$ cat src/rtl/seg_addr_pkg.sv
package seg_addr_pkg;
  typedef enum logic [1:0] {
    ACC_FETCH = 2'd0,
    ACC_DATA  = 2'd1,
    ACC_PUSH  = 2'd2,
    ACC_POP   = 2'd3
  } acc_kind_e;

  typedef enum logic [1:0] {
    SEG_CODE  = 2'd0,
    SEG_DATA  = 2'd1,
    SEG_STACK = 2'd2,
    SEG_EXTRA = 2'd3
  } seg_sel_e;
endpackage

$ cat src/rtl/seg_regfile.sv
module seg_regfile #(
  parameter int SEG_W   = 16,
  parameter int NUM_SEG = 4,
  localparam int SEL_W  = $clog2(NUM_SEG)
) (
  input  logic                            clk,
  input  logic                            rst_n,
  input  logic                            wr_en,
  input  logic [SEL_W-1:0]                wr_sel,
  input  logic [SEG_W-1:0]                wr_data,
  output logic [NUM_SEG-1:0][SEG_W-1:0]   seg_q
);
  logic [NUM_SEG-1:0][SEG_W-1:0] seg_d;

  for (genvar g = 0; g < NUM_SEG; g++) begin : g_seg
    logic hit;
    assign hit = wr_en && (wr_sel == SEL_W'(g));

    always_comb begin
      seg_d[g] = seg_q[g];
      if (hit) seg_d[g] = wr_data;
    end

    always_ff @(posedge clk or negedge rst_n) begin
      if (!rst_n) seg_q[g] <= '0;
      else        seg_q[g] <= seg_d[g];
    end
  end
endmodule

$ cat src/rtl/stack_ptr_unit.sv
module stack_ptr_unit #(
  parameter int SP_W = 16,
  parameter int STEP = 2
) (
  input  logic            clk,
  input  logic            rst_n,
  input  logic            push,
  input  logic            pop,
  output logic [SP_W-1:0] sp_q,
  output logic [SP_W-1:0] sp_dec
);
  localparam logic [SP_W-1:0] STEP_V = SP_W'(STEP);
  logic [SP_W-1:0] sp_d;

  assign sp_dec = sp_q - STEP_V;

  always_comb begin
    sp_d = sp_q;
    if (push)     sp_d = sp_dec;
    else if (pop) sp_d = sp_q + STEP_V;
  end

  always_ff @(posedge clk or negedge rst_n) begin
    if (!rst_n) sp_q <= '0;
    else        sp_q <= sp_d;
  end
endmodule

$ cat src/rtl/addr_adder.sv
module addr_adder #(
  parameter int SEG_W  = 16,
  parameter int OFF_W  = 16,
  parameter int SHIFT  = 4,
  parameter int ADDR_W = 20
) (
  input  logic [SEG_W-1:0]  seg,
  input  logic [OFF_W-1:0]  off,
  output logic [ADDR_W-1:0] addr
);
  logic [ADDR_W-1:0] seg_ext;
  logic [ADDR_W-1:0] off_ext;

  assign seg_ext = ADDR_W'(seg) << SHIFT;
  assign off_ext = ADDR_W'(off);
  assign addr    = seg_ext + off_ext;
endmodule

$ cat src/rtl/seg_addr_gen.sv
module seg_addr_gen
  import seg_addr_pkg::*;
#(
  parameter int SEG_W   = 16,
  parameter int OFF_W   = 16,
  parameter int SHIFT   = 4,
  parameter int ADDR_W  = 20,
  parameter int NUM_SEG = 4,
  parameter int STEP    = 2
) (
  input  logic              clk,
  input  logic              rst_n,
  input  logic              seg_wr_en,
  input  logic [1:0]        seg_wr_sel,
  input  logic [SEG_W-1:0]  seg_wr_data,
  input  logic              req_valid,
  input  logic [1:0]        req_kind,
  input  logic              req_far,
  input  logic [SEG_W-1:0]  req_seg,
  input  logic [OFF_W-1:0]  req_off,
  output logic              addr_valid,
  output logic [ADDR_W-1:0] phys_addr,
  output logic [OFF_W-1:0]  stack_ptr
);
  localparam int SEL_W = $clog2(NUM_SEG);

  logic rst_meta, rst_core_n;
  always_ff @(posedge clk or negedge rst_n) begin
    if (!rst_n) begin
      rst_meta   <= 1'b0;
      rst_core_n <= 1'b0;
    end else begin
      rst_meta   <= 1'b1;
      rst_core_n <= rst_meta;
    end
  end

  logic [NUM_SEG-1:0][SEG_W-1:0] seg_q;
  seg_regfile #(.SEG_W(SEG_W), .NUM_SEG(NUM_SEG)) u_segs (
    .clk(clk), .rst_n(rst_core_n), .wr_en(seg_wr_en),
    .wr_sel(SEL_W'(seg_wr_sel)), .wr_data(seg_wr_data), .seg_q(seg_q)
  );

  acc_kind_e kind;
  logic      is_push, is_pop;
  assign kind    = acc_kind_e'(req_kind);
  assign is_push = req_valid && (kind == ACC_PUSH);
  assign is_pop  = req_valid && (kind == ACC_POP);

  logic [OFF_W-1:0] sp_q, sp_dec;
  stack_ptr_unit #(.SP_W(OFF_W), .STEP(STEP)) u_sp (
    .clk(clk), .rst_n(rst_core_n), .push(is_push), .pop(is_pop),
    .sp_q(sp_q), .sp_dec(sp_dec)
  );

  seg_sel_e         dflt_sel;
  logic [SEG_W-1:0] use_seg;
  logic [OFF_W-1:0] use_off;

  always_comb begin
    dflt_sel = SEG_DATA;
    use_off  = req_off;
    unique case (kind)
      ACC_FETCH: dflt_sel = SEG_CODE;
      ACC_DATA:  dflt_sel = SEG_DATA;
      ACC_PUSH: begin dflt_sel = SEG_STACK; use_off = sp_dec; end
      ACC_POP:  begin dflt_sel = SEG_STACK; use_off = sp_q;   end
    endcase
    use_seg = seg_q[dflt_sel];
    if (req_far && !is_push && !is_pop && !(kind inside {ACC_PUSH, ACC_POP}))
      use_seg = req_seg;
  end

  logic [ADDR_W-1:0] addr_comb;
  addr_adder #(.SEG_W(SEG_W), .OFF_W(OFF_W), .SHIFT(SHIFT), .ADDR_W(ADDR_W)) u_add (
    .seg(use_seg), .off(use_off), .addr(addr_comb)
  );

  logic [ADDR_W-1:0] addr_d;
  logic              valid_d;
  always_comb begin
    valid_d = req_valid;
    addr_d  = phys_addr;
    if (req_valid) addr_d = addr_comb;
  end

  always_ff @(posedge clk or negedge rst_core_n) begin
    if (!rst_core_n) begin
      addr_valid <= 1'b0;
      phys_addr  <= '0;
    end else begin
      addr_valid <= valid_d;
      phys_addr  <= addr_d;
    end
  end

  assign stack_ptr = sp_q;
endmodule

$ cat config.mk
export PLATFORM = sky130hd
export DESIGN_NAME = seg_addr_gen
export DESIGN_NICKNAME = d
export VERILOG_FILES = /design/src/rtl/seg_addr_pkg.sv /design/src/rtl/seg_regfile.sv /design/src/rtl/stack_ptr_unit.sv /design/src/rtl/addr_adder.sv /design/src/rtl/seg_addr_gen.sv
export SDC_FILE = /design/constraint.sdc
export NUM_CORES = 1
export LEC_CHECK = 0
export BUFFER_PORTS_ARGS = -buffer_cell sky130_fd_sc_hd__buf_2
export CAP_MARGIN = 40
export CORE_MARGIN = 3
export CORE_UTILIZATION = 45
export CTS_CLUSTER_DIAMETER = 60
export DETAILED_ROUTE_END_ITERATION = 12
export GPL_TIMING_DRIVEN = 0
export HOLD_SLACK_MARGIN = 0.1
export PLACE_DENSITY = 0.67
export SETUP_SLACK_MARGIN = 0.3
export SYNTH_ARGS = -nofsm -noshare
export SYNTH_HDL_FRONTEND = slang
export SYNTH_SLANG_ARGS = --single-unit
$ cat constraint.sdc
create_clock -name clk -period 3.9 [get_ports clk]
set_input_delay 0.195 -clock clk [delete_from_list [all_inputs] [get_ports clk]]
set_output_delay 0.195 -clock clk [all_outputs]
set_load 0.02 [all_outputs]
==> results by group, run 1 <==
Synthesis
  – Mapped Cells: 495
  – Synth async-reset ratio: 1.00
  – Seq/Total Area, Yosys: 0.425
  – Prevailing post-synth register cell: dfrtp_1
  – Synthesis Warnings: 0
  – Avg Synthesized Cell Area: 10.2 sq um
  – Distinct cells, synth: 62
  – #FFs+latches synth: 86
  – Syn Std Cell Area: 5070 sq um
  – Syn nets: 567
  – EDFF count, synth: 0

Route
  – Vias per std cell: 5.42
  – Detail Route Antenna Nets: 0
  – Routed vias: 4,225
  – 1st-iter DRT viols: 186
  – First drt pass iteration count: 5
  – DRC: 0
  – Wire per inst: 17.5 um
  – Detailed Route WL: 13,700 um

Floorplan
  – Core outline area: 10,900 sq um
  – Full die area: 12,600 sq um
  – IO Pins: 94
  – Die Wd: 112 um
  – Num rows: 38
  – Initial Util: 0.463
  – Die Ht: 112 um

Layout
  – N_diodes: 0
  – Most frequent cells in the layout: 94 x buf_2, 83 x dfrtp_1, 59 x mux2_2, 37 x nand2_1, 37 x nor2_1
  – Final #Nets: 707
  – Final Util: 0.597
  – Layout Area Growth over Synthesis: 28.9%
  – Share of layout cells above drive strength 1: 0.402
  – Leading cell type in the layout, fill and taps excluded: buf_2

Clock network
  – CTS tree: built
  – Clk slew on worst S/H paths: 0.07 ns
  – CTS Buffer Depth: 2
  – H-Tree Depth: 3
  – TritonCTS Buffers: 9
  – Root Driver: clkbuf_16
  – Clk sinks: 86
  – Worst-skew pair later-pin latency: 0.34 ns

Setup path
  – CP endpoint kind: register
  – Crit-path max FO: 5
  – Reg2reg start: u_sp.sp_q[4]
  – Crit path DAT: 3.80 ns
  – CP Class: register to register
  – CP startpoint: u_sp.sp_q[4]
  – Critical Path RT: 4.13 ns
  – Critical Path Start Type: register

STA
  – Fmax achieved: 0.280 GHz
  – Pins Over Slew Limit: 0
  – Slew Limit Headroom: 0.539
  – Actual slew at the worst max-slew pin: 0.688 ns
  – Hold Vio Cnt, Final: 0
  – Final-report setup violation count: 0
  – Fin crit share: 0.915
  – RSZ-0062 raised after global routing: true
  – Worst Clk Skew: 0.00711 ns
  – TNS Setup: 0 ns
  – Post-layout min period: 3.57 ns

Global route
  – Vias in the first global route: 4,267
  – Total GRT Usage: 0.213
  – First-pass GRT wire length: 21,500 um
  – Grt total ovfl: 0
  – Initial antenna violation count: 0
  – Largest net degree at the start of global routing: 54

Power and ir drop
  – Maximum vdd drop: 0.390 mV
  – Static leakage: 2.96 nW
  – Tot Pwr: 4.16 mW
  – Pwr dens: 636 nW/um^2

Hold path
  – Hold wc startpoint: req_off[0]
  – HP Class: input pin to register

Placed design
  – RD Place Congestion: 0.908
  – Buffers on Ports: 92
  – HPWL Detailed: 9810 um

Run
  – Max Cap Viol: 0

Outcome
  – Status: complete, no violations
[path summary, 6_finish.rpt]
path	endpoint	slack [ns]	cells after the start
worst min-delay path	phys_addr[0]	0.1	2
worst max register to register	phys_addr[19]	0.33	14
max in group asynchronous	u_segs.seg_q[44]	3.01	1
min in group asynchronous	rst_core_n	0.17	2
worst max-delay path	phys_addr[19]	0.33	14
worst min register to register	u_segs.seg_q[18]	0.27	0
[routing by layer]
layer,part of all wire,wire (um),GRT usage,vias to the layer above
met5,0,0,0,-
met4,0.014,187,0.0529,0
met3,0.044,598,0.0404,16
met2,0.49,6760,0.363,114
met1,0.45,6120,0.280,2067
li1,-,-,-,2028
[repair_timing]
item / CTS / global route
endpoints found under the hold margin: 3 / 0
hold buffers: 2 / 0
buffers inserted: 14 / 20
endpoints found under the setup margin: 4 / 8
gates resized for setup: 5 / 36
pin swaps: 3 / 27
[state kept, by name, indices dropped and copies added, names as in the netlist]
name and count:
addr_valid 1, phys_addr 20, rst_core_n 1, rst_meta 1
u_segs.seg_q 48, u_sp.sp_q 15
[kinds of logic (layout without fill, tap and decap cells)]
logic type	Yosys count	in the layout	synth area share
buffers and inverters	40	185	0.0444
and+or+nand+nor	138	138	0.144
adders and majority gates	15	15	0.0385
other	2	2	0.00148
xor gates and xnor gates	39	39	0.0674
DFF	86	86	0.425
muxes	74	74	0.161
AOI/OAI and AO/OA	101	101	0.118
[cell usage after synthesis (4+ instances only)]
cell type / number / share of area
buf_6: 5 / 0.011
o31ai_1: 4 / 0.0059
mux2i_1: 15 / 0.030
nor3_1: 9 / 0.0089
nand3_1: 14 / 0.014
clkbuf_1: 14 / 0.010
xnor2_1: 19 / 0.033
ha_1: 14 / 0.035
nand2_1: 37 / 0.027
buf_4: 4 / 0.0059
dfrtp_1: 86 / 0.42
o211ai_1: 4 / 0.0059
xor2_1: 20 / 0.035
nor2_1: 39 / 0.029
a21oi_1: 42 / 0.041
o21ai_0: 27 / 0.027
inv_1: 11 / 0.0081
mux2_2: 59 / 0.13
nor2b_1: 7 / 0.0086
[through the flow]
| stage | hold slack, ns | instances | cell area [sq um] | setup WS, ns |
|---|---|---|---|---|
| floorplan | -0.101 | 495 | 5070 | 0.360 |
| global placement | -0.0199 | 727 | 5700 | 0.161 |
| detailed placement | -0.0155 | 728 | 5730 | 0.161 |
| CTS | 0.101 | 760 | 6200 | 0.243 |
| global route | 0.102 | 780 | 6530 | 0.218 |
| finish | 0.0993 | 780 | 6530 | 0.332 |
[cell type report]
class | instances | area (sq um)
Clock buffer | 11 | 243
Clock inverter | 5 | 82.6
Multi-Input combinational cell | 369 | 2870
Timing Repair Buffer | 129 | 779
Inverter | 12 | 45.0
Buffer | 28 | 185
Sequential cell | 86 | 2160
Fill cell | 933 | 4400
Tap cell | 140 | 175
[report_power, final]
part	leakage (nW)	internal (mW)	total, mW	switching (mW)
combinational	1.78	0.872	1.86	0.993
sequential	1.03	1.15	1.35	0.206
clock	0.160	0.580	0.940	0.360
total	2.96	2.60	4.16	1.56
[critical path, cell delays in order, from the launching register on]
cell	delay, ns
dfrtp_1	0.41
buf_8	0.13
or3_4	0.41
nor4_4	0.24
buf_6	0.17
nand2_4	0.06
or3_4	0.42
xor2_2	0.17
a21oi_2	0.19
ha_4	0.23
a21o_1	0.18
a31o_4	0.22
a31oi_4	0.23
nand2_1	0.10
a211o_1	0.29
Note: power is estimated with default switching activity, not from simulation.
==> inputs of run 2 (changes only) <==
--- a/config.mk
+++ b/config.mk
@@ -8,12 +8,11 @@
 export BUFFER_PORTS_ARGS = -buffer_cell sky130_fd_sc_hd__buf_2
 export CAP_MARGIN = 40
 export CORE_MARGIN = 3
-export CORE_UTILIZATION = 45
+export CORE_UTILIZATION = 36
 export CTS_CLUSTER_DIAMETER = 60
 export DETAILED_ROUTE_END_ITERATION = 12
 export GPL_TIMING_DRIVEN = 0
 export HOLD_SLACK_MARGIN = 0.1
-export PLACE_DENSITY = 0.67
 export SETUP_SLACK_MARGIN = 0.3
 export SYNTH_ARGS = -nofsm -noshare
 export SYNTH_HDL_FRONTEND = slang
==> results by group, run 2 (synthesis gave the netlist of run 1 again) <==
Outcome
  – Status: complete, no violations

Floorplan
  – Num rows: 42
  – Initial Util: 0.375
  – Core outline area: 13,500 sq um
  – Full die area: 15,500 sq um
  – Die Ht: 125 um
  – IO Pins: 94
  – Die Wd: 125 um

Clock network
  – TritonCTS Buffers: 9
  – CTS Buffer Depth: 2
  – CTS tree: built
  – Root Driver: clkbuf_16
  – Clk sinks: 86
  – H-Tree Depth: 3
  – Worst-skew pair later-pin latency: 0.34 ns
  – Clk slew on worst S/H paths: 0.07 ns

Global route
  – Largest net degree at the start of global routing: 59
  – Grt total ovfl: 0
  – First-pass GRT wire length: 22,300 um
  – Vias in the first global route: 4,327
  – Initial antenna violation count: 0
  – Total GRT Usage: 0.178

Layout
  – Final Util: 0.472
  – Final instance area: 6370 sq um
  – Finished Layout Cells: 805
  – N_diodes: 0
  – Share of layout cells above drive strength 1: 0.375
  – Leading cell type in the layout, fill and taps excluded: buf_2
  – Registers with the most flip-flops: u_segs.seg_q (48), phys_addr (20), u_sp.sp_q (15)
  – Layout Area Growth over Synthesis: 25.8%
  – Most frequent cells in the layout: 95 x buf_2, 83 x dfrtp_1, 59 x mux2_2, 39 x a21oi_1, 38 x nor2_1
  – Final #Nets: 696
  – Most flop-heavy register: u_segs.seg_q
  – Largest register FFs: 48

STA
  – Worst Clk Skew: 0.00602 ns
  – Final WS setup: 0.313 ns
  – RSZ-0062 raised after global routing: true
  – Actual slew at the worst max-slew pin: 0.737 ns
  – Hold Vio Cnt, Final: 0
  – Post-layout min period: 3.59 ns
  – Fin crit share: 0.920
  – TNS Setup: 0 ns
  – Fmax achieved: 0.279 GHz
  – Pins Over Slew Limit: 0
  – Slew Limit Headroom: 0.506
  – Final-report setup violation count: 0

Power and ir drop
  – P_sw: 1.52 mW
  – Logic pwr share: 0.446
  – Maximum vdd drop: 0.321 mV
  – Internal power: 2.39 mW
  – Clock Power Share: 0.211
  – Static leakage: 2.83 nW
  – Pwr dens: 615 nW/um^2
  – Share of power burned in registers: 0.343
  – Switching Share: 0.389

Route
  – DRC: 0
  – 1st-iter DRT viols: 182
  – First drt pass iteration count: 4
  – Detailed Route WL: 13,700 um
  – Detail Route Antenna Nets: 0
  – Wire per inst: 17.1 um
  – Vias per std cell: 5.22
  – Routed vias: 4,203

Hold path
  – HP Class: input pin to register

Placed design
  – Placed Instances: 764
  – RD Place Congestion: 0.896
  – Place WS: 0.0301 ns
  – HPWL Detailed: 10,100 um
  – Buffers on Ports: 92
  – Cell Area, Placed: 5780 sq um

Setup path
  – Crit path DAT: 3.86 ns
  – Critical Path Start Type: register
  – CP Class: register to register
  – Critical Path RT: 4.17 ns
  – Crit-path max FO: 5
  – CP endpoint kind: register

Run
  – Max Cap Viol: 0
[run 2: final timing paths]
kind	slack (ns)	cells after the start	end	start
setup / recovery	0.31	13	phys_addr[16]	u_sp.sp_q[1]
hold / removal	0.11	3	u_segs.seg_q[13]	seg_wr_data[13]
setup reg to reg	0.31	13	phys_addr[16]	u_sp.sp_q[1]
hold reg to reg	0.25	0	u_segs.seg_q[4]	rst_core_n
max in group asynchronous	3.02	1	u_sp.sp_q[2]	rst_core_n
min in group asynchronous	0.16	2	rst_core_n	rst_n
[run 2: cell type report]
class | count | area, sq um
buffer | 28 | 180
clock buffer | 12 | 246
clock inverter | 4 | 33.8
fill | 1287 | 7130
inverter | 12 | 45.0
multi-input combinational | 369 | 2810
sequential | 86 | 2160
tap | 176 | 220
timing repair buffer | 118 | 683
[run 2: power groups by stage]
stage	Sequential [mW]	Combinational, mW	Clock (mW)
floorplan	1.52	0.918	0
global placement	1.37	1.50	0
detailed placement	1.37	1.53	0
CTS	1.34	1.64	0.841
global route	1.38	1.91	0.875
finish	1.34	1.75	0.826
[run 2: through the flow]
step                      total power, mW  hold slack [ns]
final                                3.92            0.109
after global routing                 4.17            0.106
after CTS                            3.82            0.103
after detailed placement             2.91          -0.0162
after floorplan                      2.44           -0.101
after global placement               2.87          -0.0197
[run 2: worst max-delay path: stages (launching register included)]
cell     delay [ns]
dfrtp_2        0.44
inv_2          0.07
ha_4           0.12
or2b_4         0.27
or4_4          0.53
nor4_4         0.35
xnor2_2        0.17
a21oi_2        0.10
ha_4           0.30
a21oi_2        0.07
o211a_1        0.14
o31a_1         0.33
or4_1          0.53
nand3_1        0.08
[run 2: what timing repair did]
item / in CTS / in global routing
setup endpoints to repair: 5 / 7
resized for setup: 7 / 22
pin swaps: 6 / 18
hold buffers: 3 / 0
buffers inserted: 10 / 12
hold endpoints to repair: 4 / 0
[run 2: per-layer routing]
metal  track usage  share of wire  vias to the layer above
li1              -              -                     2005
met1         0.235           0.45                     2055
met2         0.290           0.48                      119
met3        0.0352          0.047                       24
met4        0.0683          0.017                        0
met5             0              0                        -
==> inputs of run 3 (changes only) <==
--- a/config.mk
+++ b/config.mk
@@ -17,3 +17,4 @@
 export SYNTH_ARGS = -nofsm -noshare
 export SYNTH_HDL_FRONTEND = slang
 export SYNTH_SLANG_ARGS = --single-unit
+export TNS_END_PERCENT = 10
==> constraint.sdc (replaced) <==
create_clock -name clk -period 3.9 [get_ports clk]
set_input_delay 0.195 -clock clk [delete_from_list [all_inputs] [get_ports clk]]
set_output_delay 0.195 -clock clk [all_outputs]
set_load 0.1 [all_outputs]
==> results by group, run 3 (synthesis gave the netlist of run 1 again) <==
Outcome
  – Status: complete, no violations

Route
  – 1st-iter DRT viols: 190
  – Detailed Route WL: 13,500 um
  – Detail Route Antenna Nets: 0
  – First drt pass iteration count: 4
  – Routed vias: 4,095
  – Wire per inst: 16.9 um
  – DRC: 0
  – Vias per std cell: 5.11

Layout
  – Fillers: 1,293
  – Finished Layout Cells: 801
  – Leading cell type in the layout, fill and taps excluded: buf_2
  – Most flop-heavy register: u_segs.seg_q
  – Share of layout cells above drive strength 1: 0.355
  – Layout Area Growth over Synthesis: 24.8%
  – Most frequent cells in the layout: 95 x buf_2, 80 x dfrtp_1, 59 x mux2_2, 41 x a21oi_1, 38 x nor2_1
  – Registers with the most flip-flops: u_segs.seg_q (48), phys_addr (20), u_sp.sp_q (15)
  – Largest register FFs: 48
  – Final #Nets: 692
  – N_diodes: 0

STA
  – Worst Clk Skew: 0.00542 ns
  – Hold Vio Cnt, Final: 0
  – Slew Limit Headroom: 0.530
  – Final-report setup violation count: 0
  – Fin crit share: 0.919
  – Pins Over Slew Limit: 0
  – Actual slew at the worst max-slew pin: 0.702 ns
  – Fmax achieved: 0.279 GHz
  – RSZ-0062 raised after global routing: true
  – TNS Setup: 0 ns
  – Post-layout min period: 3.58 ns

Clock network
  – Root Driver: clkbuf_16
  – CTS tree: built
  – Clk sinks: 86
  – CTS Buffer Depth: 2
  – TritonCTS Buffers: 9
  – Worst-skew pair later-pin latency: 0.35 ns
  – H-Tree Depth: 3
  – Clk slew on worst S/H paths: 0.07 ns

Placed design
  – RD Place Congestion: 0.910
  – Buffers on Ports: 92
  – Placed Instances: 764
  – HPWL Detailed: 10,100 um

Power and ir drop
  – Pwr dens: 760 nW/um^2
  – Maximum vdd drop: 0.452 mV
  – Static leakage: 2.81 nW

Floorplan
  – Full die area: 15,500 sq um
  – IO Pins: 94
  – Die Ht: 125 um
  – Num rows: 42
  – Die Wd: 125 um
  – Initial Util: 0.375
  – Core outline area: 13,500 sq um

Global route
  – Total GRT Usage: 0.177
  – Grt total ovfl: 0
  – First-pass GRT wire length: 21,900 um
  – Largest net degree at the start of global routing: 56
  – Vias in the first global route: 4,204
  – Initial antenna violation count: 0

Setup path
  – Critical Path Start Type: register
  – CP Class: register to register
  – CP endpoint kind: register
  – Crit-path max FO: 6
  – Crit path DAT: 3.87 ns
  – Critical Path RT: 4.18 ns

Hold path
  – HP Class: input pin to register

Run
  – Max Cap Viol: 0
-- run 3: cell count changes in the layout (fill, tap and decap cells not counted), moves of 2 or more --
cell           change
ha_1               +2
buf_4              -9
nor3_1             +2
dlygate4sd3_1      +5
a21oi_1            +2
dfrtp_2            +3
a21oi_2            -2
dfrtp_1            -3
-- run 3: worst max-delay path, stage by stage, from the launching register on --
cell,delay [ns]
dfrtp_2,0.42
buf_4,0.17
or4_4,0.54
xor2_1,0.17
a21oi_1,0.14
ha_2,0.19
inv_1,0.05
fa_2,0.34
nor2b_1,0.19
nor3_1,0.10
o211a_1,0.27
o31a_1,0.31
or4_1,0.51
nand3_1,0.09
-- run 3: what timing repair did --
item                       4_1_cts  5_1_grt
pin swaps                        5        7
hold buffers                     8        0
hold endpoints to repair        16        0
gates resized for setup          5        6
setup endpoints to repair        4        8
buffers inserted                 8        5
-- run 3: final cells by class --
| type | instances | area [sq um] | area share |
|---|---|---|---|
| multi-input combinational | 369 | 2770 | 0.439 |
| sequential | 86 | 2160 | 0.342 |
| timing repair buffer | 114 | 666 | 0.105 |
| clock buffer | 10 | 229 | 0.0362 |
| tap | 176 | 220 | 0.0348 |
| buffer | 28 | 180 | 0.0285 |
| clock inverter | 6 | 47.5 | 0.00752 |
| inverter | 12 | 45.0 | 0.00712 |
-- run 3: per-stage QoR --
step | hold slack, ns | instance area (sq um) | utilization | power [mW] | setup WS (ns)
5_1_grt | 0.110 | 6320 | 0.468 | 5.06 | 0.229
3_5_place_dp | -0.0163 | 5800 | 0.429 | 3.89 | 0.124
4_1_cts | 0.101 | 6240 | 0.462 | 4.79 | 0.306
3_3_place_gp | -0.0198 | 5770 | 0.427 | 3.85 | 0.128
2_1_floorplan | -0.101 | 5090 | - | 3.40 | 0.260
6_report | 0.108 | 6320 | 0.468 | 4.81 | 0.317
-- run 3: final timing paths --
kind                                 startpoint               end  slack, ns  cells after the start
worst max-delay path               u_sp.sp_q[2]     phys_addr[16]       0.32                     13
worst min register to register       rst_core_n  u_segs.seg_q[18]       0.27                      0
worst min-delay path            seg_wr_data[13]  u_segs.seg_q[13]       0.11                      3
max in group asynchronous            rst_core_n     phys_addr[13]       3.03                      1
min in group asynchronous                 rst_n        rst_core_n       0.15                      2
worst max register to register     u_sp.sp_q[2]     phys_addr[16]       0.32                     13
-- run 3: routing by layer --
layer	part of all wire	routed length [um]	GRT usage
met5	0	0	0
met4	0.024	318	0.0716
met3	0.042	570	0.0292
met2	0.49	6570	0.288
met1	0.45	6070	0.234
-- run 3: power by group --
group,internal (mW),switching (mW),total [mW]
logic,0.746,1.90,2.65
registers,1.15,0.195,1.34
clock network,0.436,0.377,0.813
total,2.33,2.48,4.81
